$ cat config.mk
export PLATFORM = sky130hd
export DESIGN_NAME = bsem_top
export DESIGN_NICKNAME = d
export VERILOG_FILES = /design/src/rtl/bsem_pkg.sv /design/src/rtl/bsem_cs_sync.sv /design/src/rtl/bsem_fsm.sv /design/src/rtl/bsem_events.sv /design/src/rtl/bsem_top.sv
export SDC_FILE = /design/constraint.sdc
export NUM_CORES = 1
export LEC_CHECK = 0
export BUFFER_PORTS_ARGS = -buffer_cell sky130_fd_sc_hd__buf_4
export CORE_AREA = 2 2 39 41
export DETAILED_ROUTE_END_ITERATION = 6
export DIE_AREA = 0 0 41 43
export GPL_TIMING_DRIVEN = 0
export MAX_ROUTING_LAYER = met4
export PLACE_DENSITY = 0.65
export SLEW_MARGIN = 20
export SYNTH_ARGS = -nofsm -noshare
export SYNTH_HDL_FRONTEND = slang
export SYNTH_SLANG_ARGS = --single-unit
$ cat constraint.sdc
create_clock -name clk -period 1 [get_ports clk]
set_input_delay 0.1 -clock clk [delete_from_list [all_inputs] [get_ports clk]]
set_output_delay 0.1 -clock clk [all_outputs]
set_load 0.02 [all_outputs]
$ cat src/rtl/bsem_pkg.sv
package bsem_pkg;
  localparam int NEVT = 2;
  localparam int EVT_END = 0;
  localparam int EVT_ACQ = 1;

  typedef enum logic [1:0] {
    SEM_FREE = 2'd0,
    SEM_CPU  = 2'd1,
    SEM_SPI  = 2'd2,
    SEM_PEND = 2'd3
  } sem_state_e;

  function automatic logic [NEVT-1:0] mask_update(input logic [NEVT-1:0] cur,
                                                   input logic set_we,
                                                   input logic clr_we,
                                                   input logic [NEVT-1:0] wd);
    logic [NEVT-1:0] r;
    r = cur;
    if (clr_we) r = r & ~wd;
    if (set_we) r = r | wd;
    return r;
  endfunction

  function automatic logic [NEVT-1:0] sticky_update(input logic [NEVT-1:0] cur,
                                                     input logic [NEVT-1:0] set,
                                                     input logic [NEVT-1:0] clr);
    return (cur & ~clr) | set;
  endfunction

  function automatic logic any_pending(input logic [NEVT-1:0] evt,
                                       input logic [NEVT-1:0] en);
    return |(evt & en);
  endfunction
endpackage

$ cat src/rtl/bsem_cs_sync.sv
module bsem_cs_sync #(
  parameter int STAGES = 2
) (
  input  logic clk,
  input  logic rst_n,
  input  logic cs_n_i,
  output logic start_o,
  output logic end_o
);
  logic [STAGES:0] chain;
  logic            cs_prev;

  assign chain[0] = cs_n_i;

  for (genvar g = 1; g <= STAGES; g++) begin : g_stage
    always_ff @(posedge clk) begin
      if (!rst_n) chain[g] <= 1'b1;
      else        chain[g] <= chain[g-1];
    end
  end

  always_ff @(posedge clk) begin
    if (!rst_n) cs_prev <= 1'b1;
    else        cs_prev <= chain[STAGES];
  end

  assign start_o = cs_prev & ~chain[STAGES];
  assign end_o   = ~cs_prev & chain[STAGES];
endmodule

$ cat src/rtl/bsem_fsm.sv
module bsem_fsm
  import bsem_pkg::*;
(
  input  logic       clk,
  input  logic       rst_n,
  input  logic       acq_i,
  input  logic       rel_i,
  input  logic       start_i,
  input  logic       end_i,
  input  logic       short_en_i,
  output sem_state_e state_o,
  output logic       acq_set_o,
  output logic       end_set_o
);
  sem_state_e st, nxt;

  always_comb begin
    nxt       = st;
    acq_set_o = 1'b0;
    end_set_o = 1'b0;
    unique case (st)
      SEM_FREE: begin
        if (acq_i) begin
          nxt       = SEM_CPU;
          acq_set_o = 1'b1;
        end else if (start_i) begin
          nxt = SEM_SPI;
        end
      end
      SEM_CPU: begin
        if (rel_i) begin
          nxt = SEM_FREE;
        end else if (acq_i) begin
          acq_set_o = 1'b1;
        end
      end
      SEM_SPI: begin
        if (end_i) begin
          end_set_o = 1'b1;
          if (acq_i || short_en_i) begin
            nxt       = SEM_CPU;
            acq_set_o = 1'b1;
          end else begin
            nxt = SEM_FREE;
          end
        end else if (acq_i) begin
          nxt = SEM_PEND;
        end
      end
      SEM_PEND: begin
        if (end_i) begin
          end_set_o = 1'b1;
          acq_set_o = 1'b1;
          nxt       = SEM_CPU;
        end
      end
      default: nxt = SEM_FREE;
    endcase
  end

  always_ff @(posedge clk) begin
    if (!rst_n) st <= SEM_FREE;
    else        st <= nxt;
  end

  assign state_o = st;
endmodule

$ cat src/rtl/bsem_events.sv
module bsem_events
  import bsem_pkg::*;
(
  input  logic            clk,
  input  logic            rst_n,
  input  logic            acq_set_i,
  input  logic            end_set_i,
  input  logic [NEVT-1:0] evt_clr_i,
  input  logic            inten_set_we,
  input  logic            inten_clr_we,
  input  logic [NEVT-1:0] inten_wdata,
  input  logic            short_we,
  input  logic            short_wdata,
  output logic [NEVT-1:0] evt_o,
  output logic [NEVT-1:0] inten_o,
  output logic            short_en_o,
  output logic            irq_o
);
  logic [NEVT-1:0] evt_q, en_q, set_vec;
  logic            short_q;

  always_comb begin
    set_vec          = '0;
    set_vec[EVT_END] = end_set_i;
    set_vec[EVT_ACQ] = acq_set_i;
  end

  always_ff @(posedge clk) begin
    if (!rst_n) begin
      evt_q   <= '0;
      en_q    <= '0;
      short_q <= 1'b0;
    end else begin
      evt_q <= sticky_update(evt_q, set_vec, evt_clr_i);
      en_q  <= mask_update(en_q, inten_set_we, inten_clr_we, inten_wdata);
      if (short_we) short_q <= short_wdata;
    end
  end

  assign evt_o      = evt_q;
  assign inten_o    = en_q;
  assign short_en_o = short_q;
  assign irq_o      = any_pending(evt_q, en_q);
endmodule

$ cat src/rtl/bsem_top.sv
module bsem_top
  import bsem_pkg::*;
#(
  parameter int CS_SYNC = 2
) (
  input  logic            clk,
  input  logic            rst_n,
  input  logic            acq_i,
  input  logic            rel_i,
  input  logic            cs_n_i,
  input  logic [NEVT-1:0] evt_clr_i,
  input  logic            inten_set_we,
  input  logic            inten_clr_we,
  input  logic [NEVT-1:0] inten_wdata,
  input  logic            short_we,
  input  logic            short_wdata,
  output logic [1:0]      status_o,
  output logic [NEVT-1:0] evt_o,
  output logic [NEVT-1:0] inten_rdata,
  output logic            irq_o
);
  logic       start_w, end_w, short_en_w, acq_set_w, end_set_w;
  sem_state_e state_w;

  bsem_cs_sync #(.STAGES(CS_SYNC)) u_sync (
    .clk(clk), .rst_n(rst_n), .cs_n_i(cs_n_i),
    .start_o(start_w), .end_o(end_w)
  );

  bsem_fsm u_fsm (
    .clk(clk), .rst_n(rst_n), .acq_i(acq_i), .rel_i(rel_i),
    .start_i(start_w), .end_i(end_w), .short_en_i(short_en_w),
    .state_o(state_w), .acq_set_o(acq_set_w), .end_set_o(end_set_w)
  );

  bsem_events u_evt (
    .clk(clk), .rst_n(rst_n), .acq_set_i(acq_set_w), .end_set_i(end_set_w),
    .evt_clr_i(evt_clr_i), .inten_set_we(inten_set_we),
    .inten_clr_we(inten_clr_we), .inten_wdata(inten_wdata),
    .short_we(short_we), .short_wdata(short_wdata),
    .evt_o(evt_o), .inten_o(inten_rdata), .short_en_o(short_en_w),
    .irq_o(irq_o)
  );

  assign status_o = state_w;
endmodule

==> results.md, run 1 <==
- Final WS setup: -0.0260 ns
- Die Height: about 43 µm
- Synth warn: 0
- Die footprint: 1760 µm²
- Clk_lat worst skew: about 0.26 ns
- Critical path destination: irq_o
- Maximum VDD drop: between 0.9 and 1 mV
- Number of global-route vias before repair: 285
- Unrepaired setup endpoints after global routing: true
- Synth async-reset ratio: 0%
- FMAX: just under 1000 MHz
- Hold path start: cs_n_i
- Dpl ws: approximately 0.050 ns
- Delay-heaviest family, CP: flip-flops
- Largest family of logic cells by synthesized area: simple AND/OR/NAND/NOR gates
- CP Launch Point: u_evt.evt_o[0]
- Core Footprint: roughly 1400 µm²
- DRC viols: 0
- N_diodes: 0
- Hold-fix buffers, CTS: 0
- Hold slack: ~0.023 ns
- Placer Congestion: a little under 0.8
- CP startpoint kind: register
- Reg clk slew, reported paths: 0.06 ns
- Kind of end point of the critical path: primary output
- CTS sink count: 10
- CP max stage delay: ~0.32 ns
- Die Wd: a little over 40 µm
- Library cells used by synthesis: 18
- Pwr dens: about 1500 nW/µm²
- Worst-Margin Slew: approximately 0.17 ns
- Syn nets: between 50 and 60
- Max FO, Critical Path: 2
- Slowest stage cell, crit path: dfxtp_2
- Sw frac: 21.2%
- Status: complete, but fails checks
- Synth Area in Compound Gates: 17.3%
- Number of enable-type register cells in the synthesized netlist: 0
- Placed Area: around 550 µm²
- Crit path depth: 2
- Post-Synth Simple-Gate Area: between 20% and 30%
- Pint: just over 0.7 mW
- Worst-path cell chain: a22o_1 > buf_6
- H-tree lvl count: 1
- Reg-to-reg endpoint: u_evt.evt_o[1]
- Num ports: 20
- DR vias: approximately 360
- Fin nets: 78
- Design Area, Final: between 600 and 700 µm²
- Dominant synthesized flop cell: dfxtp_1
- Vias per cell: 4.55
- Overflow after GRT: 0
- Logic pwr share: approximately 14%
- Antenna violations before repair: 0
- Arr. time, crit path: 0.93 ns
- Slew Viols, Final: 0
- Starting Density: 27.8%
- Final setup viols: 1
- Slew HR: ~89%
- Top-area cell type share of the netlist area: 52.1%
- Max-cap viol count: 0
- Worst reg-to-reg path cell count: 3
- Final Hold Viols: 0
- Critical Path RT: roughly 0.90 ns
- FP Rows: 14
- Final wirelength: ~700 µm
- Layout cells sized above 1: between 40% and 50%
- Most instantiated library cell after synthesis: dfxtp_1
- First-pass GRT wire length: ~970 µm
- Tmin final: 1.03 ns
- Psw: about 0.19 mW
- Syn-to-layout area delta: 59.3%
- Total track usage: 9.09%
- Clock root buffer: clkbuf_4
- P_leak: 0.278 nW
- Failing checks: setup timing
- Sequential power share: 47.8%
- R2r setup slk: 0.05 ns
- Commonest cells in the netlist: 10 x dfxtp_1, 4 x nand2b_1, 4 x nor2b_1, 3 x a21boi_0, 3 x nand2_1
- Synth Area in Adders: 0%
- IO Port Bufs: 19
- Drt pass-1 iters: 4
- Worst Skew: roughly 0.0013 ns
- Drt wl/cell: between 8 and 9 µm
- Cells after Synth: 39
- Period utilization: 103%
- CP Class: reg2out
- CP bufs+invs: 1
- Largest net degree at the start of global routing: 11
- Post-synthesis mux area share: 2.61%
- Xor/xnor cell area share of the yosys netlist: 0%
- Critical R2R Launch: u_fsm.state_o[0]
- Synth top area cells: dfxtp_1 52%, nand2b_1 6.5%, nor2b_1 6.5%, a21boi_0 5.9%, a22oi_1 3.9%
- Total of flip-flops plus latches after synthesis: 10
- CTS Buf Count: 3
- CTS tree: yes
- Final ANT Viol Nets: 0
- CTS Buffer Depth: 2
- Clk pwr share: between 30% and 40%
- Post-synthesis sequential area ratio: a little over half
- Hold Path Class: in2reg
- Synthesized area per cell: about 9.8 µm²
- Area leader, netlist: dfxtp_1
- Starting DRT DRC Count: 8
- Post-synthesis cell area: roughly 380 µm²
-- layout by cell type, fill, tap and decap left out, types with 2 or more instances in the layout --
cell type	netlist	final
buf_4	0	20
dfxtp_1	10	6
nor2b_1	4	4
nand2b_1	4	4
a21boi_0	3	3
dfxtp_2	0	3
clkbuf_4	0	3
nand2_1	3	2
a22oi_1	2	2
nor2_1	2	2
-- repair_timing --
action                                  in CTS  in global routing
buffers inserted                             2                  0
resized for setup                            3                  1
endpoints found under the setup margin       1                  2
pin swaps                                    1                  1
endpoints found under the hold margin        0                  0
-- flip-flops by register name, indices dropped and copies added, names as in the netlist, named ones only --
signal,cells
u_fsm.state_o,2
u_evt.inten_o,1
u_evt.evt_o,2
u_sync.chain,2
u_evt.short_en_o,1
u_sync.cs_prev,1
-- final cells by class --
cell class,instances,area [µm²]
Clock buffer,4,36.3
Fill cell,131,772
Inverter,1,3.75
Multi-Input combinational cell,28,183
Sequential cell,10,208
Tap cell,16,20.0
Timing Repair Buffer,21,161
-- metal layers --
metal,up-vias,routed length [µm],global-route usage [%]
li1,188,-,-
met1,154,288,7.17
met2,22,331,14.1
met3,0,95,7.85
met4,0,0,4.00
met5,-,0,-
-- metrics by stage --
step	util (%)	TNS, ns	total power, mW	std cells
4_1_cts	44.0	-0.0397	0.926	80
2_1_floorplan	-	0	0.495	39
5_1_grt	44.2	-0.0632	0.950	80
3_3_place_gp	39.9	0	0.564	74
6_report	44.2	-0.0260	0.908	80
3_5_place_dp	39.9	0	0.566	74
-- power by group through the flow --
stage               combinational, mW  clock, mW  sequential [mW]
floorplan                      0.0384          0            0.457
global placement                0.121          0            0.443
detailed placement              0.123          0            0.443
CTS                             0.128      0.364            0.434
global route                    0.137      0.376            0.437
finish                          0.127      0.346            0.435
-- worst min path at each step --
stage	slack, ns	cells past startpoint	end
floorplan	0.17	1	u_sync.chain[1]
global placement	0.28	2	u_sync.chain[1]
detailed placement	0.29	2	u_sync.chain[1]
CTS	0.01	2	u_sync.chain[1]
global route	0.03	2	u_sync.chain[1]
finish	0.02	2	u_sync.chain[1]
-- cell families (layout without fill, tap and decap cells) --
| family | count (synthesis) | count (layout) |
|---|---|---|
| AO/OA/AOI/OAI | 9 | 9 |
| AND/OR/NAND/NOR | 18 | 18 |
| multiplexers | 1 | 1 |
| flip-flops | 10 | 10 |
| buffers and inverters | 1 | 26 |
No activity file was read; power rests on OpenSTA's default activity.
==> run 2: changes to the inputs <==
--- a/config.mk
+++ b/config.mk
@@ -11,7 +11,7 @@
 export DIE_AREA = 0 0 41 43
 export GPL_TIMING_DRIVEN = 0
 export MAX_ROUTING_LAYER = met4
-export PLACE_DENSITY = 0.65
+export PLACE_DENSITY = 0.63
 export SLEW_MARGIN = 20
 export SYNTH_ARGS = -nofsm -noshare
 export SYNTH_HDL_FRONTEND = slang
==> constraint.sdc (replaced) <==
create_clock -name clk -period 1.1 [get_ports clk]
set_input_delay 0.11 -clock clk [delete_from_list [all_inputs] [get_ports clk]]
set_output_delay 0.11 -clock clk [all_outputs]
set_load 0.02 [all_outputs]
==> run 2 against run 1 <==
  * The run now ends clean
  * Sequential power is 9.2% lower
  * Total power is 8.8% lower
  * Register-to-register slack improved by 0.08 ns
  * Clock skew is 0.0023 ns higher
  * Wire length grew 3.1%
  * Hold slack gained 0.012 ns
  * Critical path type unchanged
  * Critical endpoint unchanged
==> results.md, run 2 (synthesized netlist as in run 1, its figures left out) <==
- CTS Buffer Depth: 2
- Min-Delay Path Depth: 2
- Reg clk slew, reported paths: 0.06 ns
- Vias per cell: 4.64
- Antenna violations before repair: 0
- Maximum VDD drop: ~1.0 mV
- Core Footprint: between 1000 and 1500 µm²
- Max FO, Critical Path: 3
- Drt pass-1 iters: 3
- Setup bufs post-CTS: 0
- Post-CTS resize count: 0
- Arr. time, crit path: approximately 0.94 ns
- Unrepaired setup endpoints after global routing: false
- Setup total negative slack: 0 ns
- Final Core Density: 42.6%
- Final setup viols: 0
- Starting Density: between 20% and 30%
- Most common cell after layout, fill and taps aside: buf_4
- CTS sink count: 10
- Number of global-route vias before repair: between 300 and 400
- CP max stage delay: roughly 0.32 ns
- FMAX: 950 MHz
- Overflow after GRT: 0
- Num ports: 20
- Hold-fix buffers, CTS: 0
- Die Height: approximately 43 µm
- Die Wd: between 40 and 50 µm
- WL met2: 341 µm
- Clock root buffer: clkbuf_4
- Slew Viols, Final: 0
- Syn-to-layout area delta: 53.4%
- DRC viols: 0
- Worst-path cell chain: a22o_1 > buf_6
- CTS tree: yes
- Final wirelength: ~740 µm
- Die footprint: 1760 µm²
- Layout cells sized above 1: 40.3%
- DR vias: around 360
- Hold Path Class: in2reg
- Largest net degree at the start of global routing: 11
- P_leak: 0.265 nW
- Routed length on met3: 89 µm
- Top sig layer: met4
- Slew HR: just over 90%
- N_diodes: 0
- Worst reg-to-reg path cell count: 2
- IO Port Bufs: 19
- Worst-Margin Slew: 0.136 ns
- Fin nets: between 70 and 80
- Total track usage: a little under a tenth
- FP Rows: 14
- M1 WL: 302 µm
- Kind of end point of the critical path: primary output
- Critical Path RT: between 0.9 and 1 ns
- CP startpoint kind: register
- Final ANT Viol Nets: 0
- H-tree lvl count: 1
- Status: finished, final reports clean
- CP Class: reg2out
- Tmin final: about 1.1 ns
- Worst Skew: 0.00353 ns
- Commonest cells after routing, fill and taps aside: 18 x buf_4, 8 x dfxtp_1, 4 x nor2b_1, 4 x nand2b_1
- Slowest stage cell, crit path: dfxtp_2
- Max-cap viol count: 0
- Placer Congestion: around 0.7
- Period utilization: 95.7%
- Starting DRT DRC Count: 8
- Final Hold Viols: 0
- Clk_lat worst skew: 0.26 ns
- CTS Buf Count: 3
- First-pass GRT wire length: 1070 µm
- Pwr dens: 1410 nW/µm²
- Drt wl/cell: 9.45 µm
## run 2: cell types whose count changed in the layout (fill, tap and decap cells not counted)
cell and delta:
dfxtp_2 -1, dfxtp_1 +2, nand2_2 -1, dfxtp_4 -1, nand2_1 +1, buf_4 -2
## run 2: worst max-delay path: cells and delay by family, from the launching register on
family                 cells  cell delay, ns
flip-flops                 1            0.32
AO/OA/AOI/OAI              1            0.23
buffers and inverters      1            0.13
## run 2: area by class of cell
class,count,area (µm²)
clock buffers,4,36.3
flip-flops and latches,10,203
repair buffers,19,146
multi-input cells,28,180
inverters,1,3.75
well taps,16,20.0
fillers,138,795
## run 2: stage by stage
stage / total power, mW / hold WS [ns] / area [µm²] / setup WS, ns / cells
6_report: 0.828 / 0.0355 / 589 / 0.0469 / 78
5_1_grt: 0.871 / 0.0233 / 589 / 0.00175 / 78
4_1_cts: 0.841 / 0.0333 / 584 / 0.0245 / 78
3_5_place_dp: 0.516 / 0.304 / 548 / 0.135 / 74
3_3_place_gp: 0.514 / 0.297 / 548 / 0.140 / 74
2_1_floorplan: 0.451 / 0.183 / 385 / 0.0481 / 39
## run 2: power by group
group | internal, mW | switching [mW]
Combinational | 0.0664 | 0.0449
Sequential | 0.381 | 0.0142
Clock | 0.201 | 0.121
Total | 0.648 | 0.180
## run 2: worst paths after layout
kind	start	slack [ns]	to
worst max-delay path	u_evt.evt_o[0]	0.05	irq_o
worst min-delay path	cs_n_i	0.04	u_sync.chain[1]
worst max register to register	u_fsm.state_o[1]	0.13	u_evt.evt_o[1]
worst min register to register	u_sync.chain[1]	0.41	u_sync.chain[2]
## run 2: metal layers
metal	vias to the layer above	global-route usage, %
met3	2	6.28
met4	0	4.00
met1	159	7.54
met2	17	15.6
met5	-	-
li1	184	-
==> run 3: changes to the inputs <==
--- a/config.mk
+++ b/config.mk
@@ -11,8 +11,9 @@
 export DIE_AREA = 0 0 41 43
 export GPL_TIMING_DRIVEN = 0
 export MAX_ROUTING_LAYER = met4
-export PLACE_DENSITY = 0.63
+export PLACE_DENSITY = 0.64
 export SLEW_MARGIN = 20
 export SYNTH_ARGS = -nofsm -noshare
 export SYNTH_HDL_FRONTEND = slang
+export SYNTH_HIERARCHICAL = 1
 export SYNTH_SLANG_ARGS = --single-unit
==> run 3 against run 2 <==
  * Wire length grew 7.7%
  * Clock power grew 2%
  * Via count grew 2.2%
  * Synthesized cell count grew 2.6%
  * Critical path depth is the same
  * Sequential power is essentially flat
  * Global-route usage grew 1.9 points
  * Cell count grew 3.8%
  * Sequential share of layout area shrank 1.7 points
  * Clock skew shrank 0.0019 ns
  * Total power grew 2.6%
  * Synthesized area grew 3.6%
==> results.md, run 3 <==
- Status: finished, final reports clean
- FP Rows: 14
- Hold Path Class: in2reg
- Cells after Synth: 40
- Kind of end point of the critical path: primary output
- Die Wd: roughly 41 µm
- Most common cell after layout, fill and taps aside: buf_4
- DR vias: 370
- Worst-Margin Slew: ~0.19 ns
- Drt wl/cell: around 10 µm
- Num ports: 20
- N_diodes: 0
- Logic pwr share: 14.9%
- Commonest cells in the netlist: 10 x dfxtp_1, 6 x nor2b_1
- IO Port Bufs: 19
- FF/Latch Area: slightly above 200 µm²
- M1 WL: between 300 and 400 µm
- P_leak: 0.291 nW
- Top-area cell type share of the netlist area: between 50 and 60%
- Sw frac: between 20% and 30%
- Fill count: around 140
- Slew HR: 87.3%
- Number of global-route vias before repair: about 330
- Die Height: between 40 and 50 µm
- Area occupied by multi-input gates: ~200 µm²
- Overflow after GRT: 0
- Total of flip-flops plus latches after synthesis: 10
- Final setup viols: 0
- Fin nets: 79
- Syn nets: 53
- Final Hold Viols: 0
- Tmin final: between 1 and 1.5 ns
- Syn-to-layout area delta: 56.0%
- Max-cap viol count: 0
- Largest net degree at the start of global routing: 13
- Antenna violations before repair: 0
- Clk_lat worst skew: between 0.2 and 0.3 ns
- DRC viols: 0
- Drt pass-1 iters: 1
- Most instantiated library cell after synthesis: dfxtp_1
- Setup total negative slack: 0 ns
- Dominant synthesized flop cell: dfxtp_1
- Period utilization: between 90% and 100%
- Vias per cell: 4.57
- Number of enable-type register cells in the synthesized netlist: 0
- WL met2: around 360 µm
- Final wirelength: around 790 µm
- Post-synthesis sequential area ratio: roughly half
- Unrepaired setup endpoints after global routing: false
- Placer Congestion: about 0.6
- Starting Density: between 20% and 30%
- Psw: about 0.19 mW
- First-pass GRT wire length: around 1200 µm
- Critical Path RT: approximately 0.99 ns
- Hold-fix buffers, CTS: 0
- Post-synthesis cell area: 398 µm²
- CTS tree: yes
- Clock root buffer: clkbuf_4
- Total track usage: between 10 and 15%
- Routed length on met3: 98 µm
- Arr. time, crit path: around 0.95 ns
- Max FO, Critical Path: 2
- Slew Viols, Final: 0
- CTS sink count: 10
- Commonest cells after routing, fill and taps aside: 20 x buf_4, 8 x dfxtp_1, 5 x nor2b_1
- Pwr dens: about 1400 nW/µm²
- Synth async-reset ratio: 0%
- CP startpoint kind: register
- FMAX: about 950 MHz
- Pint: 0.657 mW
- Die footprint: between 1500 and 2000 µm²
- Worst Skew: between 0.0015 and 0.002 ns
- Synth top area cells: dfxtp_1 50%, nor2b_1 9.4%, o21a_1 5.7%, nand2b_1 4.7%, a31o_1 4.4%
- Final Core Density: about 45%
- Library cells used by synthesis: 16
- Reg clk slew, reported paths: 0.07 ns
- Core Footprint: 1380 µm²
- Starting DRT DRC Count: 0
- CTS Buffer Depth: 2
- Top sig layer: met4
- H-tree lvl count: 1
- CP Class: reg2out
- CTS Buf Count: 3
- Area leader, netlist: dfxtp_1
- Sequential power share: around 46%
- Layout cells sized above 1: 46.2%
- Clk pwr share: just under 40%
- Final ANT Viol Nets: 0
- Maximum VDD drop: approximately 0.7 mV
- Synth warn: 6
- Synthesized area per cell: approximately 9.9 µm²
==> run 3: path summary, 6_finish.rpt <==
kind / slack, ns / end / cells after the start / start
max: 0.04 / irq_o / 2 / u_evt/evt_o[0]
min: 0.02 / u_sync/chain[1] / 2 / cs_n_i
max reg2reg: 0.08 / u_evt/evt_o[1] / 4 / u_fsm/state_o[0]
min reg2reg: 0.41 / u_sync/chain[2] / 1 / u_sync/chain[1]
==> run 3: layout make-up <==
type / count / share of cell area, %
clock buffers: 4 / 5.85
flip-flops and latches: 10 / 32.7
repair buffers: 21 / 26.0
multi-input cells: 30 / 32.3
well taps: 16 / 3.23
==> run 3: timing repair <==
action                     4_1_cts  5_1_grt
setup endpoints to repair        0        2
setup buffers                    0        2
resized for setup                0        4
==> run 3: layer usage <==
| layer | up-vias | track usage (%) |
|---|---|---|
| met5 | - | - |
| met4 | 0 | 6.00 |
| met3 | 2 | 7.85 |
| met2 | 17 | 16.3 |
| met1 | 162 | 10.8 |
| li1 | 189 | - |
==> run 3: power groups by stage <==
| stage | combinational [mW] | sequential, mW | clock (mW) |
|---|---|---|---|
| 2_1_floorplan | 0.0424 | 0.415 | 0 |
| 3_3_place_gp | 0.121 | 0.402 | 0 |
| 3_5_place_dp | 0.122 | 0.403 | 0 |
| 4_1_cts | 0.123 | 0.394 | 0.353 |
| 5_1_grt | 0.139 | 0.396 | 0.364 |
| 6_report | 0.127 | 0.394 | 0.329 |
==> run 3: logic make-up (layout without fill, tap and decap cells) <==
kind of cell,after synthesis,count (layout),synth area share (%)
muxes,1,1,2.52
DFF,10,10,50.3
and+or+nand+nor,20,20,31.1
buffers and inverters,0,25,0
AOI/OAI and AO/OA,9,9,16.0
==> run 3: worst max-delay path: stages (launching register included) <==
cell and delay [ns]:
dfxtp_2 0.32, a22o_1 0.23, buf_6 0.13
==> run 3: per-stage QoR <==
stage               instance area, µm²  instances  worst slack, ns  hold slack [ns]  power (mW)
finish                             621         81           0.0433           0.0236       0.850
global route                       621         81          0.00943           0.0125       0.900
global placement                   561         75           0.0878            0.293       0.523
detailed placement                 561         75           0.0882            0.297       0.524
CTS                                597         79          0.00433          0.00815       0.869
floorplan                          398         40           0.0481            0.183       0.458
